==> config.mk <==
export PLATFORM = sky130hd
export DESIGN_NAME = addr_alias_decoder
export DESIGN_NICKNAME = d
export VERILOG_FILES = /design/src/rtl/addr_alias_decoder.sv
export SDC_FILE = /design/constraint.sdc
export NUM_CORES = 1
export LEC_CHECK = 0
export CORE_ASPECT_RATIO = 0.5
export CORE_MARGIN = 2
export CORE_UTILIZATION = 43
export CTS_BUF_LIST = sky130_fd_sc_hd__clkbuf_4 sky130_fd_sc_hd__clkbuf_8
export DETAILED_ROUTE_END_ITERATION = 10
export GPL_ROUTABILITY_DRIVEN = 0
export HOLD_SLACK_MARGIN = 0.12
export PLACE_DENSITY = 0.74
export SETUP_SLACK_MARGIN = 0.4
export SLEW_MARGIN = 20
export SYNTH_ARGS = -nofsm -noshare
export SYNTH_HDL_FRONTEND = slang
export SYNTH_SLANG_ARGS = --single-unit
==> constraint.sdc <==
create_clock -name clk -period 5.4 [get_ports clk]
set_clock_uncertainty 0.2 [all_clocks]
set_input_delay 0.54 -clock clk [delete_from_list [all_inputs] [get_ports clk]]
set_output_delay 0.54 -clock clk [all_outputs]
set_load 0.1 [all_outputs]
==> src/rtl/addr_alias_decoder.sv <==
module addr_alias_decoder #(
  parameter int AW        = 32,
  parameter int WRAP_BITS = 28,
  parameter int PAGE_BITS = 12,
  parameter int ROM_BITS  = 20
) (
  input  logic          clk,
  input  logic          rst_n,
  input  logic          acc_valid,
  input  logic [AW-1:0] acc_addr,
  input  logic          acc_write,
  input  logic          cfg_wrap,
  input  logic          cfg_rom_en,
  input  logic          cfg_rom_hi,
  input  logic [1:0]    cfg_ram_sz,
  output logic          sel_rom,
  output logic          sel_ram,
  output logic          sel_io,
  output logic          sel_ext,
  output logic [AW-1:0] off,
  output logic          fault,
  output logic          fault_wr
);
  localparam int WB = WRAP_BITS;
  localparam logic [WB-1:0] PAGE     = WB'(1) << PAGE_BITS;
  localparam logic [WB-1:0] IO_BASE  = {WB{1'b1}} - PAGE + WB'(1);
  localparam logic [WB-1:0] GAP_BASE = (WB'(1) << 26) - PAGE;
  localparam logic [WB-1:0] ROM_SPAN = WB'(1) << ROM_BITS;

  logic [AW-1:0] eff;
  logic [WB-1:0] a, ram_sz, ram_a_base, ram_b_base, rom_base;
  logic          hi_ext, hit_io, hit_gap, hit_ram_a, hit_ram_b, hit_rom, hit_any;

  assign eff    = cfg_wrap ? {{(AW-WB){1'b0}}, acc_addr[WB-1:0]} : acc_addr;
  assign hi_ext = |eff[AW-1:WB];
  assign a      = eff[WB-1:0];

  assign ram_sz     = (WB'(1) << (PAGE_BITS + 1 + int'(cfg_ram_sz))) - PAGE;
  assign ram_a_base = IO_BASE - ram_sz;
  assign ram_b_base = GAP_BASE - ram_sz;
  assign rom_base   = cfg_rom_hi ? ROM_SPAN : '0;

  assign hit_io    = !hi_ext && a >= IO_BASE;
  assign hit_gap   = !hi_ext && a[WB-1:PAGE_BITS] == GAP_BASE[WB-1:PAGE_BITS];
  assign hit_ram_a = !hi_ext && a >= ram_a_base && a < IO_BASE;
  assign hit_ram_b = !hi_ext && a >= ram_b_base && a < GAP_BASE;
  assign hit_rom   = !hi_ext && cfg_rom_en &&
                     a[WB-1:ROM_BITS] == rom_base[WB-1:ROM_BITS];
  assign hit_any   = hit_io | hit_gap | hit_ram_a | hit_ram_b | hit_rom;

  assign sel_io  = acc_valid && hit_io;
  assign sel_ram = acc_valid && (hit_ram_a || hit_ram_b);
  assign sel_rom = acc_valid && hit_rom;
  assign sel_ext = acc_valid && !hit_any;

  always_comb begin
    off = '0;
    if (sel_io)
      off = {{(AW-WB){1'b0}}, a - IO_BASE};
    else if (sel_ram)
      off = {{(AW-WB){1'b0}}, a - (hit_ram_a ? ram_a_base : ram_b_base)};
    else if (sel_rom)
      off = {{(AW-WB){1'b0}}, a - rom_base};
    else if (sel_ext)
      off = eff;
  end

  always_ff @(posedge clk or negedge rst_n) begin
    if (!rst_n) begin
      fault    <= 1'b0;
      fault_wr <= 1'b0;
    end else begin
      fault    <= acc_valid && hit_gap;
      fault_wr <= acc_valid && hit_gap && acc_write;
    end
  end
endmodule

==> results of run 1 <==
[power breakdown]
part	internal, W	switching, W	leakage, nW
Clock	0.0000471	0.0000112	0.0216
Combinational	0.000265	0.000400	1.80
Sequential	0.0000151	0.0000000000203	0.0280
Total	0.000327	0.000411	1.85
[worst max-delay path: stages]
cell and delay [ps]:
dlygate4sd2_1 250, buf_6 120, or2_2 310, ha_4 180
nor3b_4 150, xnor2_1 200, ha_1 290, buf_4 170
nand2_1 90, nand3b_1 80, a41o_1 220, a21oi_1 250
a21oi_2 140, o41ai_2 470, o21ai_1 150, xnor2_1 160
o22ai_2 180, buf_12 210
[placed cells by master, fill, tap and decap left out, types with 3 or more instances in the layout]
cell / synthesis / final
nand2_1: 34 / 32
xor2_1: 8 / 8
and2_1: 6 / 5
o21ai_1: 0 / 3
nor2_1: 28 / 26
o21ai_0: 22 / 14
ha_1: 46 / 43
a21boi_0: 6 / 4
a211oi_1: 5 / 5
a211o_1: 3 / 3
and3_2: 0 / 5
a21o_1: 6 / 6
o21a_1: 4 / 3
nand3_1: 10 / 9
o21ai_2: 0 / 5
nor3b_1: 6 / 5
a22o_4: 0 / 6
ha_4: 0 / 3
a21oi_1: 43 / 40
nor2b_1: 5 / 5
clkbuf_8: 0 / 3
conb_1: 2 / 21
nor3_1: 4 / 3
xnor2_1: 22 / 22
nor4_1: 3 / 3
or2_2: 3 / 3
inv_1: 23 / 22
or4_1: 3 / 3
o21bai_1: 5 / 5
a22o_1: 11 / 3
clkdlybuf4s50_1: 0 / 41
buf_12: 0 / 35
buf_4: 0 / 17
a31oi_1: 6 / 4
o211ai_1: 6 / 6
nand4_1: 10 / 10
nand2b_1: 3 / 3
[cell families (layout without fill, tap and decap cells)]
family / count (synthesis) / in the layout / share of synthesized area
other cells: 2 / 21 / 0.00286
xor+xnor: 30 / 30 / 0.100
compound gates: 135 / 135 / 0.335
fa+ha+maj: 47 / 47 / 0.227
buf+inv: 36 / 123 / 0.0601
flops: 2 / 2 / 0.0191
simple gates: 130 / 131 / 0.256
[area by class of cell]
cell class	count	area [um^2]	share of cell area
clock buffers	3	41.3	0.00949
inverters	23	86.3	0.0198
multi-input cells	364	2800	0.643
flip-flops and latches	2	50.0	0.0115
well taps	77	96.3	0.0221
repair buffers	97	1280	0.294
[metrics by stage]
stage	total power (W)	setup TNS (ps)	cells	setup slack [ps]	hold WS, ps
6_report	0.000738	0	566	483	292
5_1_grt	0.000779	0	566	387	288
4_1_cts	0.000729	0	566	582	289
3_5_place_dp	0.000640	-579	554	-51.3	513
3_3_place_gp	0.000636	0	554	101	510
2_1_floorplan	0.000437	0	401	184	44.4
[metal layers]
layer | part of all wire | wire (um) | GRT usage
met4 | 0.013 | 121 | 0.0610
met1 | 0.46 | 4240 | 0.385
met5 | 0 | 0 | 0
met3 | 0.067 | 616 | 0.0174
met2 | 0.46 | 4200 | 0.438
[repair_timing]
item | CTS | global route
pin swaps | 14 | 3
endpoints found under the setup margin | 34 | 28
cloned | 1 | 0
gates resized for setup | 31 | 11
buffers inserted | 8 | 0
[worst max path at each step]
stage	depth (start not counted)	start	endpoint	slack, ps
floorplan	15	cfg_ram_sz[1]	off[17]	180
global placement	18	cfg_ram_sz[0]	off[27]	100
detailed placement	16	cfg_ram_sz[0]	off[10]	-50
CTS	16	cfg_ram_sz[0]	off[23]	580
global route	18	cfg_ram_sz[1]	off[27]	390
finish	18	cfg_ram_sz[1]	off[27]	480
[sequential cells by signal, indices dropped and copies added, names as in the netlist]
name and flops:
fault 1, fault_wr 1
==> impl_metrics.env, run 1 <==
export IMPL_vias=3333
export IMPL_cts_hold_buf=0
export IMPL_antenna_found_initial=0
export IMPL_min_period_over_period=0.911
export IMPL_cts_inserted_buffers=3
export IMPL_grt_pass1_wl_mm=14.6
export IMPL_grt_max_degree=16
export IMPL_io_buffers=78
export IMPL_setup_viol=0
export IMPL_maxCapViolCount=0
export IMPL_drc=0
export IMPL_synth_top_area_share=0.219
export IMPL_dieWidth_um=114
export IMPL_die_height_um=59.2
export IMPL_slew_headroom=0.358
export IMPL_initial_core_util=0.439
export IMPL_synth_area_leaders="ha_1 (22%), a21oi_1 (8.2%), xnor2_1 (7.3%)"
export IMPL_syn_avg_cell_area_um2=6.87
export IMPL_htree_levels=1
export IMPL_dp_hpwl_mm=7.19
export IMPL_fill_cells=484
export IMPL_utilization=0.728
export IMPL_place_area_um2=4070
export IMPL_drt_iter0_drc=262
export IMPL_cp_end_kind="output pin"
export IMPL_fin_nets=579
export IMPL_drive_gt1_frac=0.225
export IMPL_p_per_area_nw_per_um2=170
export IMPL_worst_slew_pin_slew_ps=961
export IMPL_netlist_instances=382
export IMPL_leakagePower_nw=1.85
export IMPL_routed_wl_mm=9.17
export IMPL_crit_type="input port to output pin"
export IMPL_viasPerCell=5.89
export IMPL_hold_class="input port to async pin"
export IMPL_cp_arrival_ps=4180
export IMPL_num_antenna_cells=0
export IMPL_ys_seq_area_frac=0.0191
export IMPL_synth_edff_count=0
export IMPL_yosysWarnings=0
export IMPL_worst_ir_drop_vdd_v=0.0000992
export IMPL_rsz0062_at_grt="true"
export IMPL_syn_cell_area_um2=2620
export IMPL_antenna_left=0
export IMPL_synth_cell_type_count=53
export IMPL_root_buffer="clkbuf_8"
export IMPL_status="finished, final reports clean"
export IMPL_synth_area_leader_cell="ha_1"
export IMPL_num_io_pins=79
export IMPL_async_flop_share=1.00
export IMPL_rows=20
export IMPL_die_area_um2=6780
export IMPL_clkTransAtPathRegs_ps=30
export IMPL_critical_path_startpoint_type="input port"
export IMPL_synth_main_ff_cell="dfrtp_1"
export IMPL_final_max_slew_viol_count=0
export IMPL_syn_to_final_growth_pct=65.9
export IMPL_hold_viol_final=0
export IMPL_fin_crit_ps=4920
export IMPL_synth_common_cells="ha_1 (46), a21oi_1 (43), nand2_1 (34)"
export IMPL_ys_ff_latch=2
export IMPL_grt_overflow=0
export IMPL_critical_path_required_ps=4660
export IMPL_clock_fmax_ghz=0.203
export IMPL_routedWlPerCell_um=16.2
export IMPL_core_region_area_um2=5980
export IMPL_path_max_fanout=6
export IMPL_cts_tree="built"
export IMPL_cts_buffer_depth=2
export IMPL_grt_pass1_vias=2997
export IMPL_grt_usage=0.266
export IMPL_drtPass1Iterations=5
export IMPL_cts_sinks=2
export IMPL_synth_most_common_cell="ha_1"
export IMPL_design_area_um2=4350
(Power assumes the default switching activity.)
==> run 2: changes to the inputs <==
==> constraint.sdc (replaced) <==
create_clock -name clk -period 6 [get_ports clk]
set_clock_uncertainty 0.2 [all_clocks]
set_input_delay 0.6 -clock clk [delete_from_list [all_inputs] [get_ports clk]]
set_output_delay 0.6 -clock clk [all_outputs]
set_load 0.1 [all_outputs]
==> impl_metrics.env, run 2 (synthesized netlist as in run 1, its figures left out) <==
export IMPL_routedWlPerCell_um=15.2
export IMPL_cts_sinks=2
export IMPL_syn_to_final_growth_pct=52.0
export IMPL_min_period_over_period=0.905
export IMPL_drt_iter0_drc=324
export IMPL_fin_hold_ws_ps=357
export IMPL_antenna_left=0
export IMPL_grt_pass1_vias=2826
export IMPL_placed_cells=547
export IMPL_hold_class="input port to async pin"
export IMPL_drtPass1Iterations=5
export IMPL_final_cell_mix="ha_1 (44), clkdlybuf4s50_1 (43), a21oi_1 (42)"
export IMPL_grt_usage=0.250
export IMPL_maxCapViolCount=0
export IMPL_grt_overflow=0
export IMPL_top_regs="fault x1, fault_wr x1"
export IMPL_dp_hpwl_mm=6.81
export IMPL_clock_fmax_ghz=0.184
export IMPL_rsz0062_at_grt="true"
export IMPL_tns_ps=0
export IMPL_die_height_um=59.2
export IMPL_io_buffers=78
export IMPL_place_ws_ps=283
export IMPL_die_area_um2=6780
export IMPL_cp_arrival_ps=4630
export IMPL_cts_hold_buf=0
export IMPL_cts_buffer_depth=2
export IMPL_cts_tree="built"
export IMPL_cpPeakStageDelay_ps=520
export IMPL_cts_inserted_buffers=3
export IMPL_viasPerCell=5.83
export IMPL_worst_slew_pin_slew_ps=992
export IMPL_path_max_fanout=20
export IMPL_num_io_pins=79
export IMPL_grt_pass1_wl_mm=13.8
export IMPL_crit_path_top_delay_cell="or4_1"
export IMPL_antenna_found_initial=0
export IMPL_rows=20
export IMPL_final_max_slew_viol_count=0
export IMPL_setup_viol=0
export IMPL_status="finished, final reports clean"
export IMPL_hold_viol_final=0
export IMPL_p_per_area_nw_per_um2=156
export IMPL_fin_crit_ps=5430
export IMPL_vias=3209
export IMPL_crit_chain="clkdlybuf4s50_1 > buf_4 > or2_2 > ha_1 > nor3b_2 > buf_4 > ha_1 > nand2_1 > o21ai_0 > a21oi_1 > or4_1 > o211a_2 > nand2b_1 > inv_1 > buf_8 > a22oi_1 > a31oi_2 > buf_12"
export IMPL_critical_path_startpoint_type="input port"
export IMPL_routed_wl_mm=8.38
export IMPL_clkTransAtPathRegs_ps=30
export IMPL_drive_gt1_frac=0.135
export IMPL_worst_ir_drop_vdd_v=0.000103
export IMPL_critical_path_required_ps=5200
export IMPL_crit_type="input port to output pin"
export IMPL_cp_end_kind="output pin"
export IMPL_leakagePower_nw=1.71
export IMPL_dieWidth_um=114
export IMPL_drc=0
export IMPL_initial_core_util=0.439
export IMPL_num_antenna_cells=0
export IMPL_worst_slack_ps=568
export IMPL_htree_levels=1
export IMPL_grt_max_degree=21
export IMPL_root_buffer="clkbuf_8"
export IMPL_fin_nets=563
export IMPL_core_region_area_um2=5980
export IMPL_slew_headroom=0.336
export IMPL_layout_commonest_cell="ha_1"
export IMPL_stdcell_count=550
[run 2: repair_timing]
action	CTS	global route
endpoints found under the setup margin	18	29
resized for setup	2	8
setup buffers	0	0
cloned	0	0
[run 2: routing by layer]
layer | part of all wire | global-route usage | wire length [um] | vias to the layer above
met2 | 0.42 | 0.380 | 3550 | 143
li1 | - | - | - | 1585
met3 | 0.095 | 0.0297 | 797 | 6
met4 | 0.0055 | 0.0453 | 46 | 0
met1 | 0.48 | 0.381 | 3990 | 1475
met5 | 0 | 0 | 0 | -
[run 2: critical path: cells and delay by family]
kind                       cells  cell delay (ps)
adders and majority gates      2              540
buffers and inverters          6             1240
and+or+nand+nor                5             1210
AOI/OAI and AO/OA              5             1030
[run 2: how the worst max path moves through the flow]
| stage | start | end |
|---|---|---|
| finish | cfg_ram_sz[1] | off[21] |
| global placement | cfg_ram_sz[0] | off[21] |
| detailed placement | cfg_ram_sz[0] | off[21] |
| floorplan | cfg_ram_sz[1] | off[27] |
| global route | cfg_ram_sz[0] | off[27] |
| CTS | cfg_ram_sz[0] | off[10] |
[run 2: report_power, final]
part | switching (W) | leakage, nW | internal [W]
clock network | 0.0000103 | 0.0216 | 0.0000424
registers | 0.0000000000157 | 0.0280 | 0.0000136
logic | 0.000342 | 1.66 | 0.000214
total | 0.000353 | 1.71 | 0.000270
[run 2: layout make-up]
class | count | area, um^2
timing repair buffer | 82 | 1160
clock buffer | 3 | 41.3
tap | 77 | 96.3
fill | 505 | 1990
inverter | 23 | 86.3
sequential | 2 | 50.0
multi-input combinational | 363 | 2560
[run 2: stage by stage]
stage          area (um^2)  utilization  total power [W]
3_3_place_gp          3910        0.654         0.000557
2_1_floorplan         2740            -         0.000382
5_1_grt               3990        0.667         0.000659
3_5_place_dp          3910        0.654         0.000559
6_report              3990        0.667         0.000622
4_1_cts               3960        0.662         0.000616
==> run 3: changes to the inputs <==
--- a/config.mk
+++ b/config.mk
@@ -5,15 +5,14 @@
 export SDC_FILE = /design/constraint.sdc
 export NUM_CORES = 1
 export LEC_CHECK = 0
-export CORE_ASPECT_RATIO = 0.5
 export CORE_MARGIN = 2
 export CORE_UTILIZATION = 43
 export CTS_BUF_LIST = sky130_fd_sc_hd__clkbuf_4 sky130_fd_sc_hd__clkbuf_8
 export DETAILED_ROUTE_END_ITERATION = 10
+export DONT_BUFFER_PORTS = 1
 export GPL_ROUTABILITY_DRIVEN = 0
 export HOLD_SLACK_MARGIN = 0.12
-export PLACE_DENSITY = 0.74
-export SETUP_SLACK_MARGIN = 0.4
+export SETUP_SLACK_MARGIN = 0.1
 export SLEW_MARGIN = 20
 export SYNTH_ARGS = -nofsm -noshare
 export SYNTH_HDL_FRONTEND = slang
==> impl_metrics.env, run 3 (synthesized netlist as in run 1, its figures left out) <==
export IMPL_fin_hold_ws_ps=336
export IMPL_path_max_fanout=13
export IMPL_top_regs="fault x1, fault_wr x1"
export IMPL_crit_type="input port to output pin"
export IMPL_final_max_slew_viol_count=0
export IMPL_stdcell_count=505
export IMPL_holdCritStartpoint="acc_write"
export IMPL_num_io_pins=79
export IMPL_grt_overflow=0
export IMPL_min_period_over_period=0.902
export IMPL_drive_gt1_frac=0.144
export IMPL_clock_fmax_ghz=0.185
export IMPL_hold_class="input port to flip-flop"
export IMPL_critical_path_required_ps=5200
export IMPL_drtPass1Iterations=5
export IMPL_worstPathBufferInverterCount=4
export IMPL_dp_hpwl_mm=6.79
export IMPL_drc=0
export IMPL_htree_levels=1
export IMPL_hold_viol_final=0
export IMPL_timing_critical_path_from="cfg_ram_sz[0]"
export IMPL_post_cts_buffers=0
export IMPL_cp_end_kind="output pin"
export IMPL_multiInputGateArea_um2=2550
export IMPL_grt_pass1_vias=2793
export IMPL_fin_nets=520
export IMPL_crit_family="simple AND/OR/NAND/NOR gates"
export IMPL_rows=28
export IMPL_power_w=0.000554
export IMPL_slew_headroom=0.298
export IMPL_initial_core_util=0.443
export IMPL_antenna_found_initial=0
export IMPL_cts_tree="built"
export IMPL_tns_ps=0
export IMPL_antenna_left=0
export IMPL_io_buffers=0
export IMPL_root_buffer="clkbuf_8"
export IMPL_routed_wl_mm=8.19
export IMPL_critical_path_startpoint_type="input port"
export IMPL_cts_buffer_depth=2
export IMPL_setup_viol=0
export IMPL_grt_usage=0.240
export IMPL_cp_arrival_ps=4610
export IMPL_fin_crit_ps=5410
export IMPL_p_per_area_nw_per_um2=164
export IMPL_cts_sinks=2
export IMPL_cts_inserted_buffers=3
export IMPL_cpPeakStageDelay_ps=520
export IMPL_rsz0062_at_grt="false"
export IMPL_worst_ir_drop_vdd_v=0.000151
export IMPL_dieWidth_um=82.1
export IMPL_drt_iter0_drc=283
export IMPL_worst_slew_pin_slew_ps=1050
export IMPL_die_height_um=82.1
export IMPL_vias=3049
export IMPL_status="finished, final reports clean"
export IMPL_grt_max_degree=14
export IMPL_maxCapViolCount=0
export IMPL_grt_pass1_wl_mm=12.9
export IMPL_placed_cells=501
export IMPL_place_area_um2=3320
export IMPL_num_antenna_cells=0
export IMPL_crit_path_top_delay_cell="nor3b_1"
export IMPL_layout_commonest_cell="ha_1"
export IMPL_crit_chain="and2_1 > inv_1 > ha_1 > nor3b_1 > xnor2_1 > ha_1 > nand4_1 > nor4_2 > a31oi_1 > or4_1 > o211a_2 > nand2b_1 > inv_1 > buf_4 > a22oi_1 > nand2_1 > buf_12"
export IMPL_leakagePower_nw=1.50
export IMPL_routedWlPerCell_um=16.2
export IMPL_fill_cells=573
export IMPL_syn_to_final_growth_pct=28.5
export IMPL_core_region_area_um2=5920
export IMPL_viasPerCell=6.04
export IMPL_final_cell_mix="ha_1 (46), a21oi_1 (42), nand2_1 (34)"
export IMPL_seqCellArea_um2=50.0
export IMPL_clkTransAtPathRegs_ps=30
export IMPL_die_area_um2=6740
export IMPL_design_area_um2=3370
==> run 3: per-stage QoR <==
stage,util,setup WS [ps]
2_1_floorplan,-,-427
3_3_place_gp,0.561,788
3_5_place_dp,0.561,598
4_1_cts,0.570,577
5_1_grt,0.570,275
6_report,0.570,589
==> run 3: repair_timing <==
action | 4_1_cts | 5_1_grt
hold buffers | 1 | 0
endpoints found under the hold margin | 2 | 0
resized for setup | 0 | 0
==> run 3: final cells by class <==
type                            instances  area share
Multi-Input combinational cell        363       0.758
Clock buffer                            3      0.0122
Sequential cell                         2      0.0148
Timing Repair Buffer                   39       0.162
Inverter                               23      0.0256
Tap cell                               75      0.0278
==> run 3: where the power goes <==
group / internal, W / switching, W / leakage (nW)
Clock: 0.0000423 / 0.00000961 / 0.0216
Sequential: 0.0000136 / 0.000000000611 / 0.0280
Combinational: 0.000170 / 0.000319 / 1.45
==> run 3: worst paths after layout <==
| check | cells after the start | to |
|---|---|---|
| max in group asynchronous | 1 | fault_wr |
| min | 1 | fault_wr |
| min in group asynchronous | 1 | fault |
| max | 17 | off[13] |
==> run 3: metal layers <==
layer	vias up	share of wire	global-route usage
li1	1501	-	-
met1	1402	0.44	0.329
met2	128	0.46	0.388
met3	18	0.078	0.0239
met4	0	0.022	0.0850
met5	-	0	0
